$ cat src/rtl/msq_pkg.sv
package msq_pkg;
  typedef enum logic [2:0] {
    SEQ_IDLE  = 3'd0,
    SEQ_XLAT  = 3'd1,
    SEQ_ISSUE = 3'd2,
    SEQ_WAIT  = 3'd3,
    SEQ_RESP  = 3'd4
  } seq_state_e;
endpackage

$ cat src/rtl/msq_classify.sv
// Decides misalignment and line/page crossing and derives byte masks.
module msq_classify #(
  parameter int LINE_BYTES = 64,
  parameter int PAGE_BYTES = 4096,
  parameter int DATA_BYTES = 8,
  localparam int OFF_W   = $clog2(LINE_BYTES),
  localparam int PGOFF_W = $clog2(PAGE_BYTES),
  localparam int CNT_W   = $clog2(DATA_BYTES) + 1,
  localparam int SZ_W    = $clog2(CNT_W)
) (
  input  logic [PGOFF_W-1:0]    addr_low,
  input  logic [SZ_W-1:0]       size,
  output logic                  misaligned,
  output logic                  line_cross,
  output logic                  page_cross,
  output logic [DATA_BYTES-1:0] size_mask,
  output logic [DATA_BYTES-1:0] lo_mask,
  output logic [CNT_W-1:0]      lo_bytes
);
  logic [CNT_W-1:0]        nbytes;
  logic [OFF_W-1:0]        off;
  logic [OFF_W:0]          end_pos;
  logic [2*DATA_BYTES-1:0] size_sh;
  logic [2*DATA_BYTES-1:0] lo_sh;

  always_comb begin
    nbytes     = CNT_W'(1) << size;
    off        = addr_low[OFF_W-1:0];
    end_pos    = {1'b0, off} + (OFF_W+1)'(nbytes);
    misaligned = |(off & OFF_W'(nbytes - CNT_W'(1)));
    line_cross = end_pos > (OFF_W+1)'(LINE_BYTES);
    page_cross = line_cross && (&addr_low[PGOFF_W-1:OFF_W]);
    lo_bytes   = line_cross ? CNT_W'((OFF_W+1)'(LINE_BYTES) - {1'b0, off}) : nbytes;
    size_sh    = {{DATA_BYTES{1'b0}}, {DATA_BYTES{1'b1}}} << nbytes;
    lo_sh      = {{DATA_BYTES{1'b0}}, {DATA_BYTES{1'b1}}} << lo_bytes;
    size_mask  = ~size_sh[DATA_BYTES-1:0];
    lo_mask    = ~lo_sh[DATA_BYTES-1:0] & size_mask;
  end
endmodule

$ cat src/rtl/msq_store_align.sv
// Moves store data and enables from byte 0 up to the line offset,
// over a two-line window; each half is one fragment.
module msq_store_align #(
  parameter int LINE_BYTES = 64,
  parameter int DATA_BYTES = 8,
  localparam int OFF_W  = $clog2(LINE_BYTES),
  localparam int LINE_W = LINE_BYTES * 8,
  localparam int DATA_W = DATA_BYTES * 8
) (
  input  logic [OFF_W-1:0]                  off,
  input  logic [DATA_W-1:0]                 wdata,
  input  logic [DATA_BYTES-1:0]             byte_mask,
  output logic [1:0][LINE_W-1:0]            frag_data,
  output logic [1:0][LINE_BYTES-1:0]        frag_be
);
  logic [DATA_W-1:0]       wdata_m;
  logic [2*LINE_W-1:0]     win_d;
  logic [2*LINE_BYTES-1:0] win_be;

  for (genvar b = 0; b < DATA_BYTES; b++) begin : g_mask
    assign wdata_m[b*8 +: 8] = wdata[b*8 +: 8] & {8{byte_mask[b]}};
  end

  always_comb begin
    win_d  = {{(2*LINE_W-DATA_W){1'b0}}, wdata_m} << {off, 3'b000};
    win_be = {{(2*LINE_BYTES-DATA_BYTES){1'b0}}, byte_mask} << off;
  end

  for (genvar f = 0; f < 2; f++) begin : g_frag
    assign frag_data[f] = win_d[f*LINE_W +: LINE_W];
    assign frag_be[f]   = win_be[f*LINE_BYTES +: LINE_BYTES];
  end
endmodule

$ cat src/rtl/msq_load_merge.sv
// Brings the requested bytes of a returned line down to byte 0 (low part),
// and shifts the head of the next line above them (high part).
module msq_load_merge #(
  parameter int LINE_BYTES = 64,
  parameter int DATA_BYTES = 8,
  localparam int OFF_W  = $clog2(LINE_BYTES),
  localparam int LINE_W = LINE_BYTES * 8,
  localparam int DATA_W = DATA_BYTES * 8,
  localparam int CNT_W  = $clog2(DATA_BYTES) + 1
) (
  input  logic [LINE_W-1:0]     line,
  input  logic [OFF_W-1:0]      off,
  input  logic [CNT_W-1:0]      lo_bytes,
  input  logic [DATA_BYTES-1:0] lo_mask,
  input  logic [DATA_BYTES-1:0] size_mask,
  output logic [DATA_W-1:0]     lo_part,
  output logic [DATA_W-1:0]     hi_part
);
  logic [LINE_W-1:0] down;
  logic [DATA_W-1:0] up;
  logic [DATA_W-1:0] lo_bits;
  logic [DATA_W-1:0] sz_bits;

  for (genvar b = 0; b < DATA_BYTES; b++) begin : g_bits
    assign lo_bits[b*8 +: 8] = {8{lo_mask[b]}};
    assign sz_bits[b*8 +: 8] = {8{size_mask[b]}};
  end

  always_comb begin
    down    = line >> {off, 3'b000};
    up      = line[DATA_W-1:0] << {lo_bytes, 3'b000};
    lo_part = down[DATA_W-1:0] & lo_bits;
    hi_part = up & sz_bits & ~lo_bits;
  end
endmodule

$ cat src/rtl/misalign_split_seq.sv
module misalign_split_seq #(
  parameter int VA_W       = 32,
  parameter int PA_W       = 32,
  parameter int LINE_BYTES = 64,
  parameter int PAGE_BYTES = 4096,
  parameter int DATA_BYTES = 8,
  localparam int OFF_W   = $clog2(LINE_BYTES),
  localparam int PGOFF_W = $clog2(PAGE_BYTES),
  localparam int LIDX_W  = PGOFF_W - OFF_W,
  localparam int VPN_W   = VA_W - PGOFF_W,
  localparam int PFN_W   = PA_W - PGOFF_W,
  localparam int LA_W    = PA_W - OFF_W,
  localparam int LINE_W  = LINE_BYTES * 8,
  localparam int DATA_W  = DATA_BYTES * 8,
  localparam int CNT_W   = $clog2(DATA_BYTES) + 1,
  localparam int SZ_W    = $clog2(CNT_W)
) (
  input  logic                  clk,
  input  logic                  rst_ni,
  input  logic                  req_valid,
  output logic                  req_ready,
  input  logic                  req_store,
  input  logic [SZ_W-1:0]       req_size,
  input  logic [VA_W-1:0]       req_vaddr,
  input  logic [PFN_W-1:0]      req_pfn,
  input  logic [DATA_W-1:0]     req_wdata,
  output logic                  rsp_valid,
  input  logic                  rsp_ready,
  output logic [DATA_W-1:0]     rsp_data,
  output logic                  rsp_error,
  output logic                  rsp_misaligned,
  output logic                  rsp_line_cross,
  output logic                  rsp_page_cross,
  output logic                  xlat_req_valid,
  output logic [VPN_W-1:0]      xlat_req_vpn,
  input  logic                  xlat_rsp_valid,
  input  logic [PFN_W-1:0]      xlat_rsp_pfn,
  input  logic                  xlat_rsp_fault,
  output logic                  cache_req_valid,
  input  logic                  cache_req_ready,
  output logic                  cache_req_write,
  output logic [LA_W-1:0]       cache_req_line,
  output logic [LINE_BYTES-1:0] cache_req_be,
  output logic [LINE_W-1:0]     cache_req_wdata,
  input  logic                  cache_rsp_valid,
  input  logic [LINE_W-1:0]     cache_rsp_rdata
);
  import msq_pkg::*;

  // classification of the incoming request
  logic                  in_mis, in_lc, in_pc;
  logic [DATA_BYTES-1:0] in_size_mask, in_lo_mask;
  logic [CNT_W-1:0]      in_lo_bytes;

  msq_classify #(
    .LINE_BYTES(LINE_BYTES), .PAGE_BYTES(PAGE_BYTES), .DATA_BYTES(DATA_BYTES)
  ) classify_i (
    .addr_low  (req_vaddr[PGOFF_W-1:0]),
    .size      (req_size),
    .misaligned(in_mis),
    .line_cross(in_lc),
    .page_cross(in_pc),
    .size_mask (in_size_mask),
    .lo_mask   (in_lo_mask),
    .lo_bytes  (in_lo_bytes)
  );

  // state
  seq_state_e            st_q, st_d;
  logic                  frag_q, frag_d;
  logic                  err_q, err_d;
  logic [PFN_W-1:0]      pfn1_q, pfn1_d;
  logic [DATA_W-1:0]     data_q, data_d;
  logic                  store_q, mis_q, lc_q, pc_q;
  logic [DATA_BYTES-1:0] size_mask_q, lo_mask_q;
  logic [CNT_W-1:0]      lo_bytes_q;
  logic [VA_W-1:0]       vaddr_q;
  logic [PFN_W-1:0]      pfn0_q;
  logic [DATA_W-1:0]     wdata_q;
  logic                  accept;

  logic [OFF_W-1:0]  off_q;
  logic [LIDX_W-1:0] lidx_q;
  logic [VPN_W-1:0]  vpn_q;

  assign off_q  = vaddr_q[OFF_W-1:0];
  assign lidx_q = vaddr_q[PGOFF_W-1:OFF_W];
  assign vpn_q  = vaddr_q[VA_W-1:PGOFF_W];

  // datapath
  logic [1:0][LINE_W-1:0]     st_frag_data;
  logic [1:0][LINE_BYTES-1:0] st_frag_be;
  logic [DATA_W-1:0]          ld_lo, ld_hi;

  msq_store_align #(
    .LINE_BYTES(LINE_BYTES), .DATA_BYTES(DATA_BYTES)
  ) store_align_i (
    .off      (off_q),
    .wdata    (wdata_q),
    .byte_mask(size_mask_q),
    .frag_data(st_frag_data),
    .frag_be  (st_frag_be)
  );

  msq_load_merge #(
    .LINE_BYTES(LINE_BYTES), .DATA_BYTES(DATA_BYTES)
  ) load_merge_i (
    .line     (cache_rsp_rdata),
    .off      (off_q),
    .lo_bytes (lo_bytes_q),
    .lo_mask  (lo_mask_q),
    .size_mask(size_mask_q),
    .lo_part  (ld_lo),
    .hi_part  (ld_hi)
  );

  // outputs
  assign req_ready       = (st_q == SEQ_IDLE);
  assign accept          = req_valid && req_ready;
  assign rsp_valid       = (st_q == SEQ_RESP);
  assign rsp_data        = data_q;
  assign rsp_error       = err_q;
  assign rsp_misaligned  = mis_q;
  assign rsp_line_cross  = lc_q;
  assign rsp_page_cross  = pc_q;
  assign xlat_req_valid  = (st_q == SEQ_XLAT);
  assign xlat_req_vpn    = vpn_q + VPN_W'(1);
  assign cache_req_valid = (st_q == SEQ_ISSUE);
  assign cache_req_write = store_q;
  assign cache_req_be    = st_frag_be[frag_q];
  assign cache_req_wdata = st_frag_data[frag_q];

  always_comb begin
    if (!frag_q)
      cache_req_line = {pfn0_q, lidx_q};
    else if (pc_q)
      cache_req_line = {pfn1_q, {LIDX_W{1'b0}}};
    else
      cache_req_line = {pfn0_q, lidx_q + LIDX_W'(1)};
  end

  // next state
  always_comb begin
    st_d   = st_q;
    frag_d = frag_q;
    err_d  = err_q;
    pfn1_d = pfn1_q;
    data_d = data_q;
    unique case (st_q)
      SEQ_IDLE: begin
        if (req_valid) begin
          st_d   = in_pc ? SEQ_XLAT : SEQ_ISSUE;
          frag_d = 1'b0;
          err_d  = 1'b0;
          data_d = '0;
        end
      end
      SEQ_XLAT: begin
        if (xlat_rsp_valid) begin
          if (xlat_rsp_fault) begin
            err_d = 1'b1;
            st_d  = SEQ_RESP;
          end else begin
            pfn1_d = xlat_rsp_pfn;
            st_d   = SEQ_ISSUE;
          end
        end
      end
      SEQ_ISSUE: begin
        if (cache_req_ready) st_d = SEQ_WAIT;
      end
      SEQ_WAIT: begin
        if (cache_rsp_valid) begin
          if (!frag_q) begin
            if (!store_q) data_d = ld_lo;
            if (lc_q) begin
              frag_d = 1'b1;
              st_d   = SEQ_ISSUE;
            end else begin
              st_d = SEQ_RESP;
            end
          end else begin
            if (!store_q) data_d = data_q | ld_hi;
            st_d = SEQ_RESP;
          end
        end
      end
      SEQ_RESP: begin
        if (rsp_ready) st_d = SEQ_IDLE;
      end
      default: st_d = SEQ_IDLE;
    endcase
  end

  // registers
  always_ff @(posedge clk or negedge rst_ni) begin
    if (!rst_ni) begin
      st_q        <= SEQ_IDLE;
      frag_q      <= 1'b0;
      err_q       <= 1'b0;
      pfn1_q      <= '0;
      data_q      <= '0;
      store_q     <= 1'b0;
      mis_q       <= 1'b0;
      lc_q        <= 1'b0;
      pc_q        <= 1'b0;
      size_mask_q <= '0;
      lo_mask_q   <= '0;
      lo_bytes_q  <= '0;
      vaddr_q     <= '0;
      pfn0_q      <= '0;
      wdata_q     <= '0;
    end else begin
      st_q   <= st_d;
      frag_q <= frag_d;
      err_q  <= err_d;
      pfn1_q <= pfn1_d;
      data_q <= data_d;
      if (accept) begin
        store_q     <= req_store;
        mis_q       <= in_mis;
        lc_q        <= in_lc;
        pc_q        <= in_pc;
        size_mask_q <= in_size_mask;
        lo_mask_q   <= in_lo_mask;
        lo_bytes_q  <= in_lo_bytes;
        vaddr_q     <= req_vaddr;
        pfn0_q      <= req_pfn;
        wdata_q     <= req_store ? req_wdata : '0;
      end
    end
  end

  // assertions
  assert_single_access_R2: assert property (@(posedge clk) disable iff (!rst_ni)
    (cache_req_valid && !lc_q) |-> !frag_q);

  assert_next_line_same_frame_R3: assert property (@(posedge clk) disable iff (!rst_ni)
    (cache_req_valid && frag_q && !pc_q) |-> (cache_req_line[LA_W-1:LIDX_W] == pfn0_q));

  assert_xlat_only_on_page_cross_R4: assert property (@(posedge clk) disable iff (!rst_ni)
    xlat_req_valid |-> pc_q);

  assert_page_second_line0_R4: assert property (@(posedge clk) disable iff (!rst_ni)
    (cache_req_valid && frag_q && pc_q) |-> (cache_req_line[LIDX_W-1:0] == '0));

  assert_no_access_after_fault_R7: assert property (@(posedge clk) disable iff (!rst_ni)
    cache_req_valid |-> !err_q);

  assert_busy_no_accept_R8: assert property (@(posedge clk) disable iff (!rst_ni)
    (rsp_valid || cache_req_valid || xlat_req_valid) |-> !req_ready);

  assert_rsp_hold_R9: assert property (@(posedge clk) disable iff (!rst_ni)
    (rsp_valid && !rsp_ready) |=> (rsp_valid && $stable(rsp_data) && $stable(rsp_error)));

  assert_cache_req_hold_R9: assert property (@(posedge clk) disable iff (!rst_ni)
    (cache_req_valid && !cache_req_ready) |=>
      (cache_req_valid && $stable(cache_req_line) && $stable(cache_req_be)));

  assert_store_be_nonempty_R6: assert property (@(posedge clk) disable iff (!rst_ni)
    (cache_req_valid && cache_req_write) |-> ($countones(cache_req_be) != 0));
endmodule

$ cat config.mk
export PLATFORM = sky130hd
export DESIGN_NAME = misalign_split_seq
export DESIGN_NICKNAME = d
export VERILOG_FILES = /design/src/rtl/msq_pkg.sv /design/src/rtl/msq_classify.sv /design/src/rtl/msq_store_align.sv /design/src/rtl/msq_load_merge.sv /design/src/rtl/misalign_split_seq.sv
export SDC_FILE = /design/constraint.sdc
export NUM_CORES = 2
export LEC_CHECK = 0
export BUFFER_PORTS_ARGS = -buffer_cell sky130_fd_sc_hd__buf_4
export CORE_AREA = 2 2 531 533
export DETAILED_ROUTE_END_ITERATION = 12
export DIE_AREA = 0 0 533 535
export GPL_ROUTABILITY_DRIVEN = 0
export MAX_ROUTING_LAYER = met4
export PLACE_DENSITY = 0.33
export SETUP_SLACK_MARGIN = 0.4
export SYNTH_ARGS = -nofsm -noshare
export SYNTH_HDL_FRONTEND = slang
export SYNTH_SLANG_ARGS = --single-unit
$ cat constraint.sdc
create_clock -name clk -period 2.4 [get_ports clk]
set_input_delay 0 -clock clk [delete_from_list [all_inputs] [get_ports clk]]
set_output_delay 0 -clock clk [all_outputs]
set_load 0.1 [all_outputs]
# ---- Word level (Yosys, flattened, before mapping)
# Cells that the tools add are included.
# Widths: inputs -> output; s select.
dict set report op_classes {
  add_sub_neg 5
  order_cmp 2
  n_eq_ne 11
  shifts 7
  n_mux 32
  n_bitwise 18
  reduce_logical 12
}
# cell n
set ops {}
lappend ops {{$mux 512} 2}
lappend ops {{$shl 64x9->1024} 1}
lappend ops {{$mux 64} 8}
lappend ops {{$shr 512x9->64} 1}
lappend ops {{$and 64x64->64} 3}
lappend ops {{$pmux 64 s2} 1}
lappend ops {{$shl 8x6->128} 1}
lappend ops {{$and 8x8->8} 9}
lappend ops {{$not 64->64} 1}
lappend ops {{$or 64x64->64} 1}
lappend ops {{$shl 64x7->64} 1}
lappend ops {{$mux 26} 2}
lappend ops {{$mux 3} 8}
lappend ops {{$add 20x1->20 const B} 1}
lappend ops {{$not 8->8} 2}
lappend ops {{$shl 8x4->8 const A} 2}
lappend ops {{$pmux 3 s5} 1}
lappend ops {{$ne 2x1->1 const B} 4}
lappend ops {{$reduce_and 4->1} 2}
lappend ops {{$add 6x4->7} 1}
lappend ops {{$gt 7x7->1 const B} 1}
lappend ops {{$add 6x1->6 const B} 1}
lappend ops {{$and 6x6->6} 1}
lappend ops {{$eq 3x2->1 const B} 2}
lappend ops {{19 further kinds} 30}
dict set report totals {
  register_bits 229
  input_bits 659
  out_inout_bits 695
  elab_cells 102
}

# ---- Depth between registers and ports, before layout
dict set report logic_depth {
  depth_word 8
  depth_mapped 12
  mapped_depth_nobuf 10
}

# ---- Cells and area by module
# From an unflattened synthesis, not the netlist that was laid out.
dict set report unflattened {
  cells_unflattened 7009
  hier_area_um2 58253.4
}
# module instances cells_per_inst area_per_inst_um2 seq_area_each_um2
set modules_own_cells {}
lappend modules_own_cells {msq_load_merge 1 2999 26606.8 0.0}
lappend modules_own_cells {misalign_split_seq 1 1776 17661.9 5730.5}
lappend modules_own_cells {msq_store_align 1 2164 13426.6 0.0}
lappend modules_own_cells {msq_classify 1 70 558.0 0.0}

# ---- Least setup slack after synthesis
# Ideal clock, no wire load.
dict set report synth_timing {
  path_kind {reg-to-reg}
  startpoint {register st_q[0]}
  endpoint {register wdata_q[55]}
  setup_time_ns 0.134
  t_arrival_ns 3.995
  t_required_ns 2.266
  path_slack_ns -1.729
  stages_incl_launch_ff 9
  path_buffers 4
  period_less_slack_ns 4.129
  cell_sequence {dfrtp_1 -> buf_2 -> nor3_1 -> nand2_1 -> clkbuf_1 -> clkbuf_1 -> clkbuf_1 -> nand2_1 -> o21ai_0}
}
dict set report synth_between {
  elab_chain_len 2
}
# element line
set synth_lines {}
lappend synth_lines {{start: declaration} misalign_split_seq.sv:69} ;# seq_state_e st_q, st_d;
lappend synth_lines {{start signal: assignment} misalign_split_seq.sv:214} ;# st_q <= st_d;
lappend synth_lines {{$logic_not 3->1} misalign_split_seq.sv:118} ;# assign req_ready = (st_q == SEQ_IDLE);
lappend synth_lines {{net req_ready} misalign_split_seq.sv:21} ;# output logic req_ready,
lappend synth_lines {{$logic_and 1x1->1} misalign_split_seq.sv:119} ;# assign accept = req_valid && req_ready;
lappend synth_lines {{end signal: assignment} misalign_split_seq.sv:229} ;# wdata_q <= req_store ? req_wdata : '0;
lappend synth_lines {{end: declaration} misalign_split_seq.sv:79} ;# logic [DATA_W-1:0] wdata_q;
# The timed path passes the listed nets, and every way through them passes these cells.
# A chain may end at the register's enable or synchronous reset.

# ---- Worst setup path after layout
dict set report layout_timing {
  startpoint {register vaddr_q[0]}
  endpoint {output port cache_req_wdata[173]}
}
dict set report layout_between {
  elab_chain_len 3
}
# element line
set layout_lines {}
lappend layout_lines {{start: declaration} misalign_split_seq.sv:77} ;# logic [VA_W-1:0] vaddr_q;
lappend layout_lines {{start signal: assignment} misalign_split_seq.sv:227} ;# vaddr_q <= req_vaddr;
lappend layout_lines {{$shl 64x9->1024} msq_store_align.sv:25} ;# win_d = {{(2*LINE_W-DATA_W){1'b0}}, wdata_m} << {off, 3'b000};
lappend layout_lines {{$mux 512 (not written as such) (2 in a row)} misalign_split_seq.sv:131} ;# assign cache_req_wdata = st_frag_data[frag_q];
lappend layout_lines {{end: declaration} misalign_split_seq.sv:44} ;# output logic [LINE_W-1:0] cache_req_wdata,
# No other way between the ends. The select of a mux whose other input is x is not followed.

==> results.json <==
{
  "topRoutingLayerUsed": "met4",
  "synth_area_mm2": 0.0386,
  "violations": "negative setup slack",
  "slew_violations": 0,
  "design_area_mm2": 0.0792,
  "swShare_pct": 60.6,
  "path_class": "reg -> out",
  "rows": 194,
  "pwr_density_cell_mw_per_mm2": 1550,
  "utilization_pct": 28.4,
  "vdd_ir_drop_max_mv": 1.10,
  "coreArea_mm2": 0.279,
  "drt_wl_total_um": 432000,
  "grt_max_degree": 69,
  "m1WireLength_um": 184000,
  "clock_latency_ns": 0.67,
  "io_pins": 1354,
  "end_kind": "primary output",
  "grtUsageTotal_pct": 29.4,
  "grt_pass1_wl_um": 549000,
  "avgSynthCellArea_um2": 8.15,
  "multiInputGateArea_mm2": 0.0359,
  "endpoint": "cache_req_wdata[173]",
  "dr.pass1.iters": 12,
  "dieArea_mm2": 0.285,
  "setup_viol": 703,
  "p_sw_mw": 74.7,
  "p_int_mw": 48.5,
  "seq_area_mm2": 0.00568,
  "cts_made_buffers": 39,
  "ys.flop_type": "dfrtp_1",
  "initial_utilization_pct": 13.8,
  "clkPwrFrac_pct": 5.2,
  "yosys_warnings": 0,
  "syn_nets": 5398,
  "die_x_um": 533,
  "hold_path_class": "in -> reg",
  "r2r_end": "rsp_data[53]",
  "crit_fanout": 6,
  "globalRouteOverflowTotal": 0,
  "cp_data_arrival_time_ns": 3.25,
  "slew_headroom_pct": 34.0,
  "fin_ws_ns": -0.853,
  "wl_met3_um": 52100,
  "power_mw": 123,
  "route.detailed.drc": 0,
  "leakagePower_nw": 31.5,
  "viasPerCell": 5.13,
  "portBuffers": 1353,
  "r2r_cells": 12,
  "synth_edf_count": 0,
  "antenna_found_initial": 196,
  "reg2reg_from": "vaddr_q[0]",
  "critPathLaunch": "vaddr_q[0]",
  "dr_total_vias": 57300,
  "clkTransAtPathRegs_ns": 0.06,
  "post-route-min-period_ns": 3.25,
  "fp.dieH_um": 535,
  "grt_pass1_vias": 54800,
  "critical_path.startpoint_type": "register",
  "post-dp-hpwl_um": 368000,
  "wl_per_cell_um": 38.6,
  "nFillCells": 29700,
  "place_ws_ns": -0.747,
  "areaGrowthSynthToFinish_pct": 105,
  "rsz0062_at_grt": "yes",
  "cts_buffer_depth": 3,
  "async_reset_ff_share_pct": 100,
  "dr.first_iter.drc_count": 7049,
  "final.period_utilization_pct": 136,
  "r2r_slack_ns": -0.83,
  "wl_met2_um": 176000,
  "ctsRootBufferMaster": "clkbuf_16",
  "p_seq_share_pct": 7.0,
  "cts_tree": "done",
  "fmax_mhz": 307,
  "placement.cell_area_mm2": 0.0671,
  "syn_inst": 4729,
  "final_hold_viol_count": 0,
  "max-cap-violations": 0,
  "clock-sinks": 226,
  "yosys_register_bits": 226,
  "synth_cell_types": 95,
  "comb_power_share_pct": 87.8,
  "fin_nets": 7970,
  "drive_above_1_share_pct": 59.4,
  "ys_seq_area_share_pct": 14.7,
  "finClkSkew_ns": 0.0642,
  "postRouteAntennaNets": 0,
  "cts-htree-levels": 2,
  "cp.required_ns": 2.40,
  "status": "finished with violations",
  "worstMarginPinSlew_ns": 0.981
}
==> routing by layer <==
metal  vias up  GRT usage, %
li1      23500             -
met1     29000          38.3
met2      4031          40.6
met3       774          11.3
met4         0          10.7
met5         -             -
==> synthesized netlist by cell type, drive strengths merged, types with 11 or more instances <==
cell	instances	area share [%]
and2	37	0.60
mux4	325	19
mux2i	409	11
a31oi	36	0.58
dfrtp	226	15
clkbuf	258	2.5
a22oi	193	3.8
a21o	12	0.23
a221oi	46	1.0
a211oi	57	1.1
nor3	57	0.78
o221ai	38	0.86
o2111ai	13	0.30
nor2	653	6.4
o2bb2ai	11	0.25
nand2	619	6.0
nand3	99	1.3
buf	250	4.2
a22o	82	1.9
nand4	20	0.32
a21oi	227	2.9
mux2	183	5.3
o22a	46	1.0
o21ai	253	3.3
o22ai	187	3.0
a32oi	13	0.30
o211ai	30	0.58
nor2b	53	0.86
nand2b	20	0.32
and3	17	0.28
nor4	15	0.26
xnor2	18	0.41
or3	11	0.18
inv	25	0.24
==> how the worst min path moves through the flow <==
| stage | startpoint | end | slack, ns | cells past startpoint |
|---|---|---|---|---|
| floorplan | rst_ni | frag_q | -0.30 | 0 |
| global placement | rst_ni | pfn0_q[7] | -0.02 | 1 |
| detailed placement | rst_ni | pfn1_q[18] | -0.01 | 1 |
| CTS | req_store | wdata_q[17] | 0.003 | 3 |
| global route | req_store | wdata_q[56] | 0.06 | 3 |
| finish | req_store | wdata_q[55] | 0.02 | 3 |
==> placed cells by master (no fill, tap or decap), drive strengths merged, types with 57 or more instances in the layout <==
cell type	count
nand3	99
nor2	653
dlygate4sd3	185
nor3	57
clkbuf	69
a22oi	193
mux2i	409
buf	2843
nand2	619
a211oi	57
a21oi	227
dfrtp	226
o21ai	253
diode	120
o22ai	187
mux4	325
a22o	82
mux2	183
==> final cells by class <==
type / count / share of cell area (%)
multi-input combinational: 3969 / 45.3
timing repair buffer: 3039 / 39.4
sequential: 226 / 7.17
tap: 3724 / 5.88
clock buffer: 58 / 1.44
antenna: 120 / 0.379
clock inverter: 13 / 0.270
inverter: 26 / 0.148
==> state kept, by name (all words and copies together), names as in the netlist, 3 cells and up <==
name,flops
rsp_data,64
wdata_q,64
vaddr_q,32
pfn0_q,20
pfn1_q,20
lo_mask_q,8
size_mask_q,5
lo_bytes_q,4
st_q,3
==> logic make-up (layout without fill, tap and decap cells) <==
kind of cell	after synthesis	after routing	share of synthesized area [%]
XOR/XNOR	25	25	0.568
multiplexers	917	917	34.9
adder cells (fa/ha/maj)	10	10	0.344
AND/OR/NAND/NOR	1651	1651	18.4
other	0	120	0
buffers and inverters	534	3136	7.00
AO/OA/AOI/OAI	1366	1366	24.1
flip-flops	226	226	14.7
==> through the flow <==
stage	TNS, ns	hold slack (ns)	cells
final	-421.34	0.0164	11200
after global routing	-453.94	0.0569	11200
after CTS	-463.29	0.00272	11000
after detailed placement	-178.18	-0.0118	10700
after global placement	-176.69	-0.0234	10700
after floorplan	-154.12	-0.296	4729
==> worst max-delay path: stages (launching register included) <==
cell and delay, ns:
dfrtp_4 0.49, clkbuf_16 0.20, clkbuf_16 0.17, mux2i_4 0.36, nor2b_4 0.10, mux2_4 0.31, o21ba_4 0.23, a22oi_2 0.28
buf_4 0.18, nor2_2 0.05, buf_12 0.20
==> power groups by stage <==
| stage | Combinational, mW | Sequential [mW] | Clock, mW |
|---|---|---|---|
| CTS | 99.2 | 8.43 | 6.51 |
| finish | 108 | 8.66 | 6.35 |
| detailed placement | 96.7 | 8.41 | 0 |
| global route | 110 | 8.71 | 6.59 |
| global placement | 96.8 | 8.45 | 0 |
| floorplan | 49.9 | 10.1 | 0 |
==> what timing repair did <==
action	CTS	global route
pin swaps	16	158
gates resized for setup	492	1254
setup buffers	16	72
hold buffers	186	0
endpoints found under the setup margin	760	823
gates cloned	1	9
endpoints found under the hold margin	403	0
No activity file was read; power rests on OpenSTA's default activity.
